File: config.mk
export PLATFORM = sky130hd
export DESIGN_NAME = pfc_guard
export DESIGN_NICKNAME = d
export VERILOG_FILES = /design/src/rtl/pfc_guard_pkg.sv /design/src/rtl/pfc_hyst_cmp.sv /design/src/rtl/pfc_blank_timer.sv /design/src/rtl/pfc_fault_latch.sv /design/src/rtl/pfc_guard.sv
export SDC_FILE = /design/constraint.sdc
export NUM_CORES = 1
export LEC_CHECK = 0
export CAP_MARGIN = 10
export CORE_AREA = 2 2 39 41
export DETAILED_ROUTE_END_ITERATION = 8
export DIE_AREA = 0 0 41 43
export DONT_BUFFER_PORTS = 1
export PLACE_DENSITY = 0.71
export SLEW_MARGIN = 10
export SYNTH_ARGS = -nofsm -noshare
export SYNTH_HDL_FRONTEND = slang
export SYNTH_SLANG_ARGS = --single-unit
File: constraint.sdc
create_clock -name clk -period 2.9 [get_ports clk]
set_clock_uncertainty 0.15 [all_clocks]
set_input_delay 0.435 -clock clk [delete_from_list [all_inputs] [get_ports clk]]
set_output_delay 0.435 -clock clk [all_outputs]
set_load 0.02 [all_outputs]
File: src/rtl/pfc_guard_pkg.sv
package pfc_guard_pkg;
   // Which side of the set level trips a hysteresis comparator
   typedef enum logic {
      HYST_RISE = 1'b0,  // trips above SET, releases below CLR (CLR < SET)
      HYST_FALL = 1'b1   // trips below SET, releases above CLR (CLR > SET)
   } hyst_dir_e;
endpackage

File: src/rtl/pfc_hyst_cmp.sv
module pfc_hyst_cmp
   import pfc_guard_pkg::*;
#(
   parameter int        CODE_W = 12,
   parameter int        SET_MV = 3400,
   parameter int        CLR_MV = 3260,
   parameter hyst_dir_e DIR    = HYST_RISE
) (
   input  logic              clk,
   input  logic              rst,
   input  logic [CODE_W-1:0] in_code,
   output logic              active
);
   localparam logic [CODE_W-1:0] SET_C = CODE_W'(SET_MV);
   localparam logic [CODE_W-1:0] CLR_C = CODE_W'(CLR_MV);

   if (SET_MV >= (1 << CODE_W) || CLR_MV >= (1 << CODE_W)) begin : g_bad_range
      $error("pfc_hyst_cmp: level does not fit CODE_W");
   end

   logic trip, release_c, state_q;

   if (DIR == HYST_RISE) begin : g_rise
      if (CLR_MV >= SET_MV) begin : g_bad_order
         $error("pfc_hyst_cmp: rising comparator needs CLR_MV < SET_MV");
      end
      assign trip      = in_code > SET_C;
      assign release_c = in_code < CLR_C;
   end else begin : g_fall
      if (CLR_MV <= SET_MV) begin : g_bad_order
         $error("pfc_hyst_cmp: falling comparator needs CLR_MV > SET_MV");
      end
      assign trip      = in_code < SET_C;
      assign release_c = in_code > CLR_C;
   end

   always_ff @(posedge clk) begin
      if (rst)            state_q <= 1'b0;
      else if (trip)      state_q <= 1'b1;
      else if (release_c) state_q <= 1'b0;
   end

   assign active = state_q;

   AST_HYST_SET: assert property (@(posedge clk) disable iff (rst)
      trip |=> active);
   AST_HYST_CLEAR: assert property (@(posedge clk) disable iff (rst)
      (release_c && !trip) |=> !active);
   AST_HYST_HOLD: assert property (@(posedge clk) disable iff (rst)
      (!trip && !release_c) |=> $stable(active));
endmodule

File: src/rtl/pfc_blank_timer.sv
module pfc_blank_timer #(
   parameter int BLANK_CYC = 40
) (
   input  logic clk,
   input  logic rst,
   input  logic gate_on,
   output logic blank
);
   if (BLANK_CYC < 0) begin : g_bad_blank
      $error("pfc_blank_timer: BLANK_CYC must not be negative");
   end

   if (BLANK_CYC == 0) begin : g_none
      assign blank = 1'b0;
   end else begin : g_count
      localparam int CW = (BLANK_CYC < 2) ? 1 : $clog2(BLANK_CYC);
      localparam logic [CW-1:0] LOAD = CW'(BLANK_CYC - 1);

      logic          gate_d;
      logic [CW-1:0] cnt_q;
      logic          rise;

      assign rise = gate_on & ~gate_d;

      always_ff @(posedge clk) begin
         if (rst) begin
            gate_d <= 1'b0;
            cnt_q  <= '0;
         end else begin
            gate_d <= gate_on;
            if (rise)             cnt_q <= LOAD;
            else if (cnt_q != '0) cnt_q <= cnt_q - 1'b1;
         end
      end

      assign blank = rise | (cnt_q != '0);

      if (BLANK_CYC > 1) begin : g_chk
         AST_BLANK_AFTER_RISE: assert property (@(posedge clk) disable iff (rst)
            rise |=> (!gate_on || blank));
      end
   end
endmodule

File: src/rtl/pfc_fault_latch.sv
module pfc_fault_latch #(
   parameter int NSRC = 2
) (
   input  logic            clk,
   input  logic            rst,
   input  logic [NSRC-1:0] src,
   output logic            fault
);
   if (NSRC < 1) begin : g_bad_nsrc
      $error("pfc_fault_latch: NSRC must be at least 1");
   end

   logic fault_q;

   always_ff @(posedge clk) begin
      if (rst)       fault_q <= 1'b0;
      else if (|src) fault_q <= 1'b1;
   end

   assign fault = fault_q;

   AST_LATCH_HOLD: assert property (@(posedge clk) disable iff (rst)
      fault_q |=> fault_q);
   AST_LATCH_QUIET: assert property (@(posedge clk) disable iff (rst)
      (!fault_q && src == '0) |=> !fault_q);
endmodule

File: src/rtl/pfc_guard.sv
module pfc_guard
   import pfc_guard_pkg::*;
#(
   parameter int CODE_W     = 12,
   parameter int OVP_SET_MV = 3400,
   parameter int OVP_CLR_MV = 3260,
   parameter int DIS_SET_MV = 750,
   parameter int DIS_CLR_MV = 870,
   parameter int OPEN_FB_MV = 1200,
   parameter int SAT_MV     = 1700,
   parameter int BLANK_CYC  = 40
) (
   input  logic              clk,
   input  logic              rst,
   input  logic              gate_req,
   input  logic [CODE_W-1:0] cs_code,
   input  logic [CODE_W-1:0] bus_code,
   input  logic [CODE_W-1:0] fb_code,
   output logic              gate_en,
   output logic              fault_latched
);
   localparam logic [CODE_W-1:0] SAT_C  = CODE_W'(SAT_MV);
   localparam logic [CODE_W-1:0] OPEN_C = CODE_W'(OPEN_FB_MV);
   localparam int                NSRC   = 2;

   if (DIS_CLR_MV >= OVP_CLR_MV) begin : g_bad_bands
      $error("pfc_guard: shutdown band must lie below over-voltage band");
   end
   if (SAT_MV >= (1 << CODE_W) || OPEN_FB_MV >= (1 << CODE_W)) begin : g_bad_lvl
      $error("pfc_guard: level does not fit CODE_W");
   end

   logic            ovp_on, dis_on, blank, fault_q;
   logic            sat_hit, open_hit;
   logic [NSRC-1:0] fault_src;

   pfc_hyst_cmp #(
      .CODE_W(CODE_W), .SET_MV(OVP_SET_MV), .CLR_MV(OVP_CLR_MV), .DIR(HYST_RISE)
   ) u_ovp (
      .clk(clk), .rst(rst), .in_code(bus_code), .active(ovp_on)
   );

   pfc_hyst_cmp #(
      .CODE_W(CODE_W), .SET_MV(DIS_SET_MV), .CLR_MV(DIS_CLR_MV), .DIR(HYST_FALL)
   ) u_dis (
      .clk(clk), .rst(rst), .in_code(bus_code), .active(dis_on)
   );

   assign gate_en = gate_req & ~ovp_on & ~dis_on & ~fault_q;

   pfc_blank_timer #(.BLANK_CYC(BLANK_CYC)) u_blank (
      .clk(clk), .rst(rst), .gate_on(gate_en), .blank(blank)
   );

   assign sat_hit   = gate_en & ~blank & (cs_code > SAT_C);
   assign open_hit  = ovp_on & (fb_code < OPEN_C);
   assign fault_src = {open_hit, sat_hit};

   pfc_fault_latch #(.NSRC(NSRC)) u_latch (
      .clk(clk), .rst(rst), .src(fault_src), .fault(fault_q)
   );

   assign fault_latched = fault_q;

   AST_SAT_LATCHES: assert property (@(posedge clk) disable iff (rst)
      (gate_en && !blank && cs_code > SAT_C) |=> fault_latched);
   AST_OPEN_LOOP_LATCHES: assert property (@(posedge clk) disable iff (rst)
      (ovp_on && fb_code < OPEN_C) |=> fault_latched);
   AST_FAULT_BLOCKS_GATE: assert property (@(posedge clk) disable iff (rst)
      $rose(fault_latched) |-> !gate_en);
endmodule

# Word level (Yosys, flattened, before mapping)
# Index checks and enable logic that the tools add are counted.
# word_totals
out_inout_bits	2
inputBits	39
reg_bits	10
# classes
n_reduce_logical	6
bitwise	13
addsub	1
magnitude_cmp	6
muxes	6
# ops
cell	count
$gt 12x10->1 const B	1
$gt 12x11->1 const B	1
$gt 12x12->1 const B	1
$lt 12x10->1 const B	1
$lt 12x11->1 const B	1
$lt 12x12->1 const B	1
$mux 6	2
$and 1x1->1	7
$reduce_bool 2->1	3
$reduce_bool 6->1	1
$sub 6x1->6 const B	1
$not 1->1	5
$mux 1	4
$reduce_or 2->1	2
$or 1x1->1	1

# Longest topological paths before layout
# Gate-level depths: netlist (run 1).
# logic_depth
depth_word	10
ltp_mapped	5

# Modules after synthesis
# A second synthesis (run 1) with hierarchy kept.
# unflattened
cells_unflattened	80
area_unflattened_um2	670.6
# by_module_without_submodules
mod	area_each_um2	seq_area_each_um2	n_inst	cells_each
pfc_blank_timer	341.6	140.1	1	38
pfc_guard	121.4	0.0	1	16
pfc_hyst_cmp (u_ovp)	90.1	20.0	1	12
pfc_hyst_cmp (u_dis)	88.8	20.0	1	11
pfc_fault_latch	28.8	20.0	1	3

# Least setup slack after synthesis (run 1)
# Ideal clock, no wire load.
# synth_timing
kind	reg2reg
startpoint	register u_latch.fault_q, in the netlist u_latch.fault
endpoint	register u_latch.fault_q, in the netlist u_latch.fault
path_stages_with_launch	4
n_path_buf	0
setup_ns	0.096
arrival_time_ns	1.448
slack_ns	1.206
period_less_slack_ns	1.694
cell_sequence	dfxtp_1 nor4b_4 or3b_1 o41ai_2
# synth_via
elab_chain_cells	8
# synth_lines
element	line	source
from (decl)	pfc_fault_latch.sv:13	logic fault_q;
from (signal assigned)	pfc_fault_latch.sv:16	if (rst) fault_q <= 1'b0;
from (signal assigned)	pfc_fault_latch.sv:17	else if (|src) fault_q <= 1'b1;
$not 1->1 (*)	pfc_guard.sv:49	assign gate_en = gate_req & ~ovp_on & ~dis_on & ~fault_q;
$and 1x1->1 (*)	pfc_guard.sv:49	
via gate_en	pfc_guard.sv:19	output logic gate_en,
$and 1x1->1	pfc_blank_timer.sv:23	assign rise = gate_on & ~gate_d;
$or 1x1->1	pfc_blank_timer.sv:36	assign blank = rise | (cnt_q != '0);
$not 1->1	pfc_guard.sv:55	assign sat_hit = gate_en & ~blank & (cs_code > SAT_C);
$and 1x1->1 (*) (2 in series)	pfc_guard.sv:55	
$reduce_or 2->1 (*)	pfc_fault_latch.sv:17	
# The timed path passes the listed nets; every way through them passes the cells marked *.
# A chain may end at the register's enable or synchronous reset.

# Final worst setup path (run 1)
# Same ends and word-level chain as after synthesis.

==> impl_metrics.yaml, run 1 <==
outcome:
  status: "finished clean"
critical_path:
  critPathArrivalTime_ns: 1.81
  end_kind: "flip-flop"
  startpoint_type: "flip-flop"
  critical_path_class: "flip-flop to flip-flop"
  ff2ff_path_depth: 3
  crit_path_max_fanout: 4
  required_ns: 2.92
sta:
  drv_slew: 0
  setup_tns_ns: 0
  hold_viol_final: 0
  worst_slew_pin_slew_ns: 0.458
  min_period_ns: 1.79
  max_freq_mhz: 559
  setup_viol: 0
  slew-limit-headroom_pct: 69.4
  rsz0062_at_grt: "no"
  hold_ws_ns: 0.0814
  post-route-period-util_pct: 61.6
  layout_setup_ws_ns: 1.11
place:
  dp_hpwl_um: 1030
  io_buffers: 0
  place_congestion: 0.690
  dp_slack_ns: 1.13
synthesis:
  synth_flop_cell: "dfxtp_1"
  yosys-top-cells-area: "dfxtp_1, a21oi_1, a211o_1"
  avgSynthCellArea_um2: 8.88
  async_reset_ff_share_pct: 0
  yosysTopAreaCell: "dfxtp_1"
  synth-edff-count: 0
  ys_types: 33
  ys_warn_count: 0
  yosysMostFrequentCell: "dfxtp_1"
  ys_ff_latch: 10
  ys_seq_area_share_pct: 31.3
  synth_cells: 72
  yosysTopAreaCellShare_pct: 31.3
  synthesis.nets: 113
  synth_common_cells: "dfxtp_1, a21oi_1, inv_1"
  syn_area_um2: 639
global_route:
  grt_pass1_vias: 556
  antenna_found_initial: 0
  grt_usage_pct: 17.8
  grt_max_degree: 12
  grt_pass1_wl_um: 2190
  overflow: 0
floorplan:
  start_util_pct: 46.2
  pin_count: 41
  dieArea_mm2: 0.00176
  die_h_um: 43
  core_mm2: 0.00138
  rows: 14
  die_w_um: 41
cells_and_area:
  nets: 117
  diodes: 0
  drive_above_1_share_pct: 12.0
  syn2layout_area_growth_pct: 8.22
  fillers: 138
clock_network:
  cts_setup_buffers: 0
  insertion_delay_ns: 0.26
  cts_root_buffer: "clkbuf_4"
  ctsHtreeMaxLevel: 1
  clk_pin_slew_worst_paths_ns: 0.07
  cts_tree: "yes"
  cts-resized-gates: 0
  cts_buffer_depth: 2
  holdBufCountCts: 0
  cts_buffers: 3
  cts_num_sinks: 10
hold_path:
  hold_depth: 1
  hp-class: "input pin to flip-flop"
power:
  power.leakage_nw: 0.270
  vdd_drop_max_mv: 0.403
  p_per_area_mw_per_mm2: 690
routing:
  wl_met2_um: 689
  wl_per_cell_um: 13.9
  drtAntennaViolNets: 0
  drc: 0
  dr_wl_met3_um: 71
  via_per_inst: 6.03
  num_vias: 549
  top_layer_used: "met3"
  first_pass_iters: 4
  first_iter_violations: 5
  met1Wirelength_um: 500
  wl_um: 1260
run:
  max_cap_viol_count: 0
[placed cells by master, fill, tap and decap left out, types with 2 or more instances in the layout]
cell	n
dfxtp_1	10
a211o_1	3
xor2_1	2
inv_1	6
a21oi_1	6
nor3_1	4
a31oi_1	4
clkbuf_4	3
nand2_1	5
nand3_1	2
xnor2_1	2
a311o_1	2
o21ai_0	2
nor2_1	3
ha_1	2
[sequential cells by signal, summed over array words and instances, names as in the netlist]
register,flops
u_ovp.active,1
u_dis.active,1
u_latch.fault,1
u_blank.g_count.cnt_q,6
u_blank.g_count.gate_d,1
[cell families (layout without fill, tap and decap cells)]
family / after synthesis / count (layout) / synth area share [%]
AND/OR/NAND/NOR: 24 / 24 / 25.6
AO/OA/AOI/OAI: 23 / 23 / 26.2
flip-flops: 10 / 10 / 31.3
adder cells (fa/ha/maj): 2 / 2 / 3.91
XOR/XNOR: 4 / 4 / 5.48
multiplexers: 2 / 2 / 3.33
buffers and inverters: 7 / 10 / 4.11
[metrics by stage]
step | cell area, µm² | util (%) | total power [mW] | std cells
after global routing | 692 | 50.0 | 0.510 | 91
after global placement | 656 | 47.4 | 0.349 | 87
after floorplan | 639 | - | 0.329 | 72
after CTS | 692 | 50.0 | 0.483 | 91
final | 692 | 50.0 | 0.478 | 91
after detailed placement | 656 | 47.4 | 0.355 | 87
[worst max-delay path, cell delays in order (launching register included)]
cell     delay (ns)
dfxtp_1        0.42
nor4b_4        0.52
or3b_1         0.41
o41ai_2        0.20
[routing by layer]
layer | track usage, % | vias up
li1 | - | 280
met1 | 20.0 | 253
met2 | 28.7 | 16
met3 | 5.76 | 0
met4 | 8.00 | 0
met5 | 0 | -
[power by group]
part           switching (mW)  leakage (nW)  internal [mW]  total (mW)
registers              0.0245        0.0826          0.164       0.189
logic                  0.0819         0.166         0.0823       0.164
clock network          0.0488        0.0210         0.0761       0.125
total                   0.155         0.270          0.323       0.478
[cell type report]
cell class	instances	area [µm²]	area share (%)
Multi-Input combinational cell	55	413	59.7
Sequential cell	10	200	28.9
Clock buffer	4	36.3	5.24
Inverter	6	22.5	3.25
Tap cell	16	20.0	2.89
[final timing paths]
| path | startpoint | to | slack, ns |
|---|---|---|---|
| hold / removal | rst | u_blank.g_count.gate_d | 0.08 |
| hold reg to reg | u_blank.g_count.gate_d | u_latch.fault | 0.34 |
| setup / recovery | u_latch.fault | u_latch.fault | 1.11 |
| setup reg to reg | u_latch.fault | u_latch.fault | 1.11 |
Power figures use the tool's default switching activity.
==> run 2, diff against run 1 <==
Settings changed: PLACE_DENSITY 0.71 to 0.73.
Clock period 2.9 ns to 1.5 ns, I/O delays scaled along.
==> run 2 against run 1 <==
The run now ends with hold timing, setup timing left. Utilization rose by 11 points. Register-to-register slack got worse by 1.1 ns. Critical path depth rose by 1. Cell area rose by 22%. Maximum frequency rose by 18%. Die area did not move. Total power rose by 120%. Worst setup slack got worse by 1.1 ns. Worst hold slack got worse by 0.21 ns. Final cell count rose by 16%. Largest power group is now combinational cells.
==> impl_metrics.yaml, run 2 (synthesis results as in run 1) <==
hold_path:
  hold_start: "rst"
  hp-class: "input pin to flip-flop"
critical_path:
  crit_start: "u_blank.g_count.cnt_q[2]"
  cpPeakStageDelay_ns: 0.40
  end_kind: "flip-flop"
  crit_path_max_fanout: 2
  startpoint_type: "flip-flop"
  required_ns: 1.50
  critical_path_class: "flip-flop to flip-flop"
  r2r-start: "u_blank.g_count.cnt_q[2]"
  crit_chain: "nor3_4 > nand3b_2 > or3b_1 > o41ai_2"
  critPathArrivalTime_ns: 1.51
  slowest_stage: "or3b_1"
global_route:
  antenna_found_initial: 0
  grt_pass1_wl_um: 2550
  grt_usage_pct: 20.7
  overflow: 0
  grt_pass1_vias: 666
  grt_max_degree: 12
clock_network:
  insertion_delay_ns: 0.26
  clk_pin_slew_worst_paths_ns: 0.07
  cts_buffers: 3
  cts_root_buffer: "clkbuf_4"
  cts_setup_buffers: 0
  cts_num_sinks: 10
  cts_buffer_depth: 2
  holdBufCountCts: 5
  ctsHtreeMaxLevel: 1
  cts_tree: "yes"
sta:
  setup_viol: 1
  hold_ws_ns: -0.130
  min_period_ns: 1.51
  worst_slew_pin_slew_ns: 0.388
  layout_setup_ws_ns: -0.00999
  max_freq_mhz: 662
  hold_viol_final: 9
  setup_tns_ns: -0.00999
  slew-limit-headroom_pct: 73.8
  drv_slew: 0
  post-route-period-util_pct: 101
  rsz0062_at_grt: "yes"
floorplan:
  die_h_um: 43
  rows: 14
  dieArea_mm2: 0.00176
  start_util_pct: 46.2
  pin_count: 41
  core_mm2: 0.00138
  die_w_um: 41
run:
  max_cap_viol_count: 0
place:
  dp_hpwl_um: 1170
  dpl_cell_area_um2: 734
  io_buffers: 0
  place_congestion: 0.777
  place_inst: 97
cells_and_area:
  nets: 132
  largest_register_ffs: 6
  diodes: 0
  fillers: 125
  layout.area.seq_um2: 209
  drive_above_1_share_pct: 31.1
  regMostFlops: "u_blank.g_count.cnt_q"
  final_cell_mix: "buf_4, nand2_1, a21oi_1, dlygate4sd3_1, dfxtp_1"
  mostFrequentLayoutCell: "buf_4"
  final_util_pct: 60.9
  multi_input_area_um2: 440
  syn2layout_area_growth_pct: 31.9
  finalNonFillerCells: 106
  fin_area_um2: 843
power:
  power.leakage_nw: 0.337
  vdd_drop_max_mv: 0.769
  p_per_area_mw_per_mm2: 1230
outcome:
  violations: "hold timing, setup timing"
  status: "finished, violations left"
routing:
  num_vias: 592
  first_iter_violations: 2
  wl_um: 1560
  drc: 0
  via_per_inst: 5.58
  first_pass_iters: 2
  wl_per_cell_um: 14.7
  drtAntennaViolNets: 0
==> run 2: cell types whose count changed in the layout (fill, tap and decap cells not counted), moves of 2 or more <==
cell           previous run  this run
buf_4                     0        10
dfxtp_1                  10         5
dfxtp_2                   0         4
dlygate4sd3_1             0         5
inv_1                     6         4
inv_2                     0         2
==> run 2: critical path: cells and delay by family, from the launching register on <==
kind             cells  cell delay (ns)
AO/OA/AOI/OAI        1             0.23
AND/OR/NAND/NOR      3             0.71
flip-flops           1             0.33
==> run 2: cell type report <==
class                   count  share of cell area [%]
well taps                  16                    2.37
repair buffers             15                    14.8
clock buffers               4                    3.12
flip-flops and latches     10                    24.8
multi-input cells          55                    52.2
inverters                   6                    2.67
==> run 2: per-stage QoR <==
step	total power, mW	setup WS (ns)	hold WS (ns)
global route	1.11	-0.0808	-0.139
CTS	1.01	-0.0224	-0.135
finish	1.04	-0.00999	-0.130
floorplan	0.636	-0.124	0.174
detailed placement	0.780	-0.0504	0.147
global placement	0.768	-0.0247	0.145
==> run 2: repair_timing <==
item,in CTS,in global routing
pin swaps,1,1
resized for setup,4,7
hold endpoints to repair,9,9
endpoints found under the setup margin,2,4
==> run 2: final timing paths <==
check | endpoint | slack [ns] | depth (start not counted)
max | u_latch.fault | -0.01 | 4
min | u_blank.g_count.cnt_q[5] | -0.13 | 1
max reg2reg | u_latch.fault | -0.01 | 4
min reg2reg | u_latch.fault | 0.34 | 2
==> run 2: where the power goes <==
| group | internal, mW | switching (mW) | total, mW |
|---|---|---|---|
| Sequential | 0.322 | 0.0433 | 0.365 |
| Clock | 0.102 | 0.0872 | 0.189 |
| Combinational | 0.276 | 0.211 | 0.486 |
==> run 2: per-layer routing <==
layer | vias to the layer above | routed length [µm] | global-route usage [%]
met1 | 265 | 588 | 19.2
met4 | 0 | 0 | 4.67
met5 | - | 0 | 0
met2 | 17 | 904 | 40.0
li1 | 310 | - | -
met3 | 0 | 67 | 6.28
